$ cat src/rtl/stp_pkg.sv
package stp_pkg;

   typedef enum logic [2:0] {
      ST_IDLE,
      ST_START,
      ST_WAIT,
      ST_FIRE,
      ST_FAST,
      ST_SLOW
   } stp_state_e;

   localparam int CMD_NUM  = 3;
   localparam int CMD_GO   = 0;
   localparam int CMD_HALT = 1;
   localparam int CMD_HOLD = 2;

   // polarity per command channel: 1 = active low at the pin
   localparam logic [CMD_NUM-1:0] CMD_ACT_LOW = 3'b011;

endpackage

$ cat src/rtl/stp_clkdiv.sv
module stp_clkdiv (
   input  logic clk,
   input  logic rst_n,
   output logic ph
);
   always_ff @(posedge clk or negedge rst_n) begin
      if (!rst_n) ph <= 1'b0;
      else        ph <= ~ph;
   end
endmodule

$ cat src/rtl/stp_cmd_cond.sv
module stp_cmd_cond #(
   parameter int   DEB_CYC     = 16,
   parameter int   SYNC_STAGES = 2,
   parameter logic ACT_LOW     = 1'b0
) (
   input  logic clk,
   input  logic rst_n,
   input  logic tick,
   input  logic raw,
   output logic level
);
   localparam int CW = (DEB_CYC > 1) ? $clog2(DEB_CYC) : 1;

   logic act;
   logic cap;
   logic filt;
   logic [SYNC_STAGES-1:0] chain;

   generate
      if (ACT_LOW) begin : g_inv
         assign act = ~raw;
      end else begin : g_pass
         assign act = raw;
      end
   endgenerate

   always_ff @(posedge clk or negedge rst_n) begin
      if (!rst_n) cap <= 1'b0;
      else        cap <= act;
   end

   generate
      if (DEB_CYC == 1) begin : g_nodeb
         always_ff @(posedge clk or negedge rst_n) begin
            if (!rst_n) filt <= 1'b0;
            else        filt <= cap;
         end
      end else begin : g_deb
         logic [CW-1:0] dcnt;
         always_ff @(posedge clk or negedge rst_n) begin
            if (!rst_n) begin
               filt <= 1'b0;
               dcnt <= '0;
            end else if (cap == filt) begin
               dcnt <= '0;
            end else if (dcnt == CW'(DEB_CYC - 1)) begin
               filt <= cap;
               dcnt <= '0;
            end else begin
               dcnt <= dcnt + 1'b1;
            end
         end
      end
   endgenerate

   always_ff @(posedge clk or negedge rst_n) begin
      if (!rst_n)    chain <= '0;
      else if (tick) chain <= {chain[SYNC_STAGES-2:0], filt};
   end

   assign level = chain[SYNC_STAGES-1];
endmodule

$ cat src/rtl/stp_fsm.sv
module stp_fsm
   import stp_pkg::*;
(
   input  logic clk,
   input  logic rst_n,
   input  logic tick,
   input  logic go,
   input  logic halt,
   input  logic hold,
   input  logic cnt,
   input  logic at_max,
   input  logic at_min,
   output logic ld_zero,
   output logic step,
   output logic ld_dly,
   output logic dec_dly,
   output logic inc_dly,
   output logic set_max,
   output logic tmr_dec
);
   stp_state_e st, nxt;
   logic       go_prev;

   always_comb begin
      nxt     = st;
      ld_zero = 1'b0;
      step    = 1'b0;
      ld_dly  = 1'b0;
      dec_dly = 1'b0;
      inc_dly = 1'b0;
      set_max = 1'b0;
      tmr_dec = 1'b0;
      case (st)
         ST_IDLE: begin
            set_max = 1'b1;
            if (go && !go_prev) nxt = ST_START;
         end
         ST_START: begin
            ld_zero = 1'b1;
            nxt     = ST_WAIT;
         end
         ST_WAIT: begin
            if (cnt) nxt = ST_FIRE;
            else     tmr_dec = 1'b1;
         end
         ST_FIRE: begin
            step   = 1'b1;
            ld_dly = 1'b1;
            nxt    = halt ? ST_SLOW : ST_FAST;
         end
         ST_FAST: begin
            dec_dly = !at_min && !hold;
            nxt     = ST_WAIT;
         end
         ST_SLOW: begin
            inc_dly = !at_max && !hold;
            nxt     = at_max ? ST_IDLE : ST_WAIT;
         end
         default: nxt = ST_IDLE;
      endcase
   end

   always_ff @(posedge clk or negedge rst_n) begin
      if (!rst_n) begin
         st      <= ST_IDLE;
         go_prev <= 1'b0;
      end else if (tick) begin
         st      <= nxt;
         go_prev <= go;
      end
   end
endmodule

$ cat src/rtl/stp_delay_path.sv
module stp_delay_path #(
   parameter int DW      = 8,
   parameter int MIN_DLY = 4,
   parameter int MAX_DLY = 200
) (
   input  logic          clk,
   input  logic          rst_n,
   input  logic          tick,
   input  logic          ld_zero,
   input  logic          ld_dly,
   input  logic          tmr_dec,
   input  logic          dec_dly,
   input  logic          inc_dly,
   input  logic          set_max,
   output logic          cnt,
   output logic          at_max,
   output logic          at_min,
   output logic [DW-1:0] rate
);
   localparam logic [DW-1:0] LIM_HI = DW'(MAX_DLY);
   localparam logic [DW-1:0] LIM_LO = DW'(MIN_DLY);

   logic [DW-1:0] tmr;

   always_ff @(posedge clk or negedge rst_n) begin
      if (!rst_n) begin
         tmr  <= '0;
         rate <= LIM_HI;
      end else if (tick) begin
         if (ld_zero)      tmr <= '0;
         else if (ld_dly)  tmr <= rate;
         else if (tmr_dec) tmr <= tmr - 1'b1;

         if (set_max)      rate <= LIM_HI;
         else if (dec_dly) rate <= rate - 1'b1;
         else if (inc_dly) rate <= rate + 1'b1;
      end
   end

   assign cnt    = (tmr == '0);
   assign at_max = (rate == LIM_HI);
   assign at_min = (rate == LIM_LO);
endmodule

$ cat src/rtl/stepper_rate_ctrl.sv
module stepper_rate_ctrl
   import stp_pkg::*;
#(
   parameter int DW          = 8,
   parameter int MIN_DLY     = 4,
   parameter int MAX_DLY     = 200,
   parameter int DEB_CYC     = 16,
   parameter int SYNC_STAGES = 2
) (
   input  logic          clk,
   input  logic          rst_n,
   input  logic          go_n,
   input  logic          halt_n,
   input  logic          hold,
   output logic          sys_clk,
   output logic          step_n,
   output logic          ld_zero,
   output logic          ld_dly,
   output logic          dec_dly_n,
   output logic          inc_dly,
   output logic          set_max,
   output logic [DW-1:0] rate_o
);
   generate
      if (MAX_DLY <= MIN_DLY) begin : g_bad_lim
         $error("MAX_DLY must exceed MIN_DLY");
      end
      if (MAX_DLY >= (1 << DW)) begin : g_bad_dw
         $error("MAX_DLY does not fit in DW bits");
      end
      if (DEB_CYC < 1) begin : g_bad_deb
         $error("DEB_CYC must be at least 1");
      end
      if (SYNC_STAGES < 2) begin : g_bad_sync
         $error("SYNC_STAGES must be at least 2");
      end
   endgenerate

   logic                ph;
   logic [CMD_NUM-1:0]  raw_cmd;
   logic [CMD_NUM-1:0]  cmd;
   logic                cnt, at_max, at_min, step, dec_dly, tmr_dec;

   stp_clkdiv u_div (.clk(clk), .rst_n(rst_n), .ph(ph));

   assign raw_cmd[CMD_GO]   = go_n;
   assign raw_cmd[CMD_HALT] = halt_n;
   assign raw_cmd[CMD_HOLD] = hold;

   for (genvar i = 0; i < CMD_NUM; i++) begin : g_cmd
      stp_cmd_cond #(
         .DEB_CYC     (DEB_CYC),
         .SYNC_STAGES (SYNC_STAGES),
         .ACT_LOW     (CMD_ACT_LOW[i])
      ) u_cond (
         .clk   (clk),
         .rst_n (rst_n),
         .tick  (ph),
         .raw   (raw_cmd[i]),
         .level (cmd[i])
      );
   end

   stp_fsm u_fsm (
      .clk     (clk),
      .rst_n   (rst_n),
      .tick    (ph),
      .go      (cmd[CMD_GO]),
      .halt    (cmd[CMD_HALT]),
      .hold    (cmd[CMD_HOLD]),
      .cnt     (cnt),
      .at_max  (at_max),
      .at_min  (at_min),
      .ld_zero (ld_zero),
      .step    (step),
      .ld_dly  (ld_dly),
      .dec_dly (dec_dly),
      .inc_dly (inc_dly),
      .set_max (set_max),
      .tmr_dec (tmr_dec)
   );

   stp_delay_path #(
      .DW      (DW),
      .MIN_DLY (MIN_DLY),
      .MAX_DLY (MAX_DLY)
   ) u_path (
      .clk     (clk),
      .rst_n   (rst_n),
      .tick    (ph),
      .ld_zero (ld_zero),
      .ld_dly  (ld_dly),
      .tmr_dec (tmr_dec),
      .dec_dly (dec_dly),
      .inc_dly (inc_dly),
      .set_max (set_max),
      .cnt     (cnt),
      .at_max  (at_max),
      .at_min  (at_min),
      .rate    (rate_o)
   );

   assign sys_clk   = ph;
   assign step_n    = ~(step & ph);
   assign dec_dly_n = ~dec_dly;
endmodule

$ cat config.mk
export PLATFORM = sky130hd
export DESIGN_NAME = stepper_rate_ctrl
export DESIGN_NICKNAME = d
export VERILOG_FILES = /design/src/rtl/stp_pkg.sv /design/src/rtl/stp_clkdiv.sv /design/src/rtl/stp_cmd_cond.sv /design/src/rtl/stp_fsm.sv /design/src/rtl/stp_delay_path.sv /design/src/rtl/stepper_rate_ctrl.sv
export SDC_FILE = /design/constraint.sdc
export NUM_CORES = 1
export LEC_CHECK = 0
export ABC_AREA = 1
export BUFFER_PORTS_ARGS = -buffer_cell sky130_fd_sc_hd__buf_2
export CORE_ASPECT_RATIO = 1.2
export CORE_MARGIN = 1.5
export CORE_UTILIZATION = 30
export CTS_CLUSTER_DIAMETER = 100
export DETAILED_ROUTE_END_ITERATION = 10
export HOLD_SLACK_MARGIN = 0.05
export RECOVER_POWER = 50
export SKIP_LAST_GASP = 1
export SLEW_MARGIN = 10
export SYNTH_ARGS = -nofsm -noshare
export SYNTH_HDL_FRONTEND = slang
export SYNTH_HIERARCHICAL = 1
export SYNTH_SLANG_ARGS = --single-unit
export TNS_END_PERCENT = 1
$ cat constraint.sdc
create_clock -name clk -period 8.58 [get_ports clk]
set_input_delay 0.429 -clock clk [delete_from_list [all_inputs] [get_ports clk]]
set_output_delay 0.429 -clock clk [all_outputs]
set_load 0.03 [all_outputs]
==> impl_metrics.ini <==
[timing]
finClkSkew_ps = 7.93
slew_headroom_pct = -60.9
max_freq_mhz = 343
finalSetupTns_ps = 0
tightest_slew_ps = 2410
setup_violations = 0
layout_min_cycle_time_ps = 2920
period_share_pct = 34.0
slew_viol_final = 46
rsz0062_at_grt = no
hold_violations = 0
hold_ws_ps = 240

[die]
initial_core_util_pct = 30.8
core_area_mm2 = 0.00852
num_rows = 37
die_h_um = 105
pin_count = 20
die_area_mm2 = 0.00931
die_x_um = 88.4

[routing]
dr.pass1.iters = 4
wl_per_cell_um = 10.6
top_layer = met4
met1_length_mm = 2.34
vias = 2145
wl_met2_mm = 2.53
postRouteWirelength_mm = 5.10
via_per_inst = 4.46
drt_iter0_markers = 53
dr_wl_met3_um = 183
drtAntennaViolNets = 0
drc_errors = 0

[clock_network]
htreeDepth = 2
root_buffer = clkbuf_8
cts_tree = yes
cts.sinks = 45
clkLatencyLatePin_ps = 290
post_cts_buffers = 0
path_clk_slew_ps = 90
cts-resized-gates = 0
clk_path_buf_depth = 2
cts-buffers-inserted = 5
holdBufCountCts = 0

[cells_and_area]
instances_no_fill = 481
fin_area_mm2 = 0.00294
final_nets = 380
layout-drive-gt1-share_pct = 14.0
num_antenna_cells = 0
syn_to_final_growth_pct = 12.1

[outcome]
status = complete, but fails checks
violations = max-capacitance violations, max-slew violations

[synth]
netlist_instances = 339
synthAdderAreaFrac_pct = 6.01
yosys.area_share.simple_pct = 30.8
synth.area.mux_share_pct = 0
ys_ff_latch = 45
yosysSeqAreaShare_pct = 43.1
syn_area_mm2 = 0.00262
synth_warnings = 6
synth_xor_area_share_pct = 2.00
async_flop_share_pct = 100
yosysUniqueCellTypes = 31
synth_top_flop_cell = dfrtp_1
yosysMostFrequentCell = nand2_1
synth.avg_cell_area_um2 = 7.74
synth-compound-area-share_pct = 8.06
yosysTopAreaCell = dfrtp_1
synth_top_cell_area_share_pct = 40.1
synth_top_family_by_area = simple AND/OR/NAND/NOR gates
synth_fp_nets = 356
synth_edf_count = 0
synthTopCellsByCount = 83 x nand2_1, 60 x inv_1, 42 x dfrtp_1, 30 x nor2_1, 21 x nand3_1
synthTopCellsByArea = dfrtp_1 40%, nand2_1 12%, inv_1 8.6%, ha_1 5.2%, nor2_1 4.3%

[flow_run]
cap_violations = 1

[grt]
grt.total_usage_pct = 12.1
overflow = 0
grt_pass1_wl_mm = 8.93
grt_max_degree = 46
antenna_found_initial = 0
grt_pass1_vias = 2079

[power_and_ir_drop]
leakagePower_nw = 1.55
power_density_mw_per_mm2 = 314
vdd_drop_max_mv = 0.110

[placed_design]
post-dp-hpwl_mm = 3.80
dp_cells = 473
portBuffers = 19
gp_congestion = 0.857
placed_area_mm2 = 0.00285

[critical_path]
cp_max_fo = 10
end_kind = flip-flop
critPathLaunchType = flip-flop
path_class = flip-flop to flip-flop
critPathArrivalTime_ps = 3140
required_ps = 8800

[hold_path]
hold_path_class = input port to flip-flop
-- flip-flops by register name (all words and copies together), names as in the netlist --
signal / count
g_cmd.u_cond/filt: 3
g_cmd.u_cond/chain: 6
u_fsm/go_prev: 1
g_cmd.u_cond/g_deb.dcnt: 12
g_cmd.u_cond/cap: 3
u_fsm/st: 3
u_path/rate: 8
u_path/tmr: 8
u_div/ph: 1
-- worst paths after layout --
kind	to	slack, ps	start	depth (start not counted)
worst min-delay path	g_cmd[2].u_cond/cap	240	hold	1
worst max-delay path	u_path/rate[5]	5660	u_path/rate[3]	11
max in group asynchronous	u_path/tmr[1]	6350	rst_n	1
worst max register to register	u_path/rate[5]	5660	u_path/rate[3]	11
min in group asynchronous	g_cmd[1].u_cond/filt	860	rst_n	1
worst min register to register	u_path/tmr[7]	480	u_path/tmr[7]	2
-- stage by stage --
step / utilization [%] / setup slack, ps / power (mW)
6_report: 34.5 / 5660 / 0.923
5_1_grt: 34.5 / 5370 / 1.01
4_1_cts: 34.9 / 5610 / 0.934
3_5_place_dp: 33.5 / 5630 / 0.762
3_3_place_gp: 33.5 / 5760 / 0.759
2_1_floorplan: - / 5450 / 0.656
-- metal layers --
layer	GRT usage, %	vias to the layer above
li1	-	1123
met1	14.5	986
met2	21.4	32
met3	2.35	4
met4	3.68	0
met5	0	-
-- placed cells by master, fill, tap and decap left out, types with 2 or more instances in the layout --
master | netlist | layout
xor2_1 | 2 | 2
or2_2 | 2 | 2
a21oi_1 | 15 | 15
o22ai_1 | 4 | 4
inv_1 | 60 | 60
o21ai_1 | 6 | 6
nand3_2 | 8 | 2
nor2_1 | 30 | 30
nor2_2 | 5 | 5
nand3_1 | 21 | 27
dfrtp_1 | 42 | 42
clkbuf_8 | 0 | 6
xnor2_1 | 4 | 4
inv_2 | 3 | 3
buf_2 | 0 | 18
nand2_1 | 83 | 83
dfstp_2 | 3 | 3
nand2_2 | 4 | 4
nand4_1 | 9 | 9
ha_1 | 11 | 11
nand3b_1 | 3 | 3
o21ai_0 | 13 | 13
-- where the power goes --
part / leakage, nW / switching (mW) / internal [mW]
logic: 0.906 / 0.305 / 0.152
registers: 0.584 / 0.0427 / 0.255
clock network: 0.0574 / 0.0734 / 0.0947
-- layout make-up --
cell class	instances	area [um2]
clock inverters	2	37.5
fillers	944	5580
repair buffers	19	93.8
multi-input cells	228	1200
clock buffers	6	82.6
inverters	64	245
well taps	117	146
flip-flops and latches	45	1130
-- cells by family (layout without fill, tap and decap cells) --
kind of cell,Yosys count,count (layout)
compound gates,39,39
simple gates,171,171
flops,45,45
fa+ha+maj,12,12
xor+xnor,6,6
buf+inv,66,91
-- critical path, cell delays in order (launching register included) --
cell      delay [ps]
dfstp_2          580
inv_1             70
nand4_1           80
nor2_1            60
nor4_2           940
ha_1             410
or2_2            310
nand3b_1          90
nand2_1           60
nand2_1           50
nand2_1           40
o21ai_0          140
No activity file was read; power rests on OpenSTA's default activity.
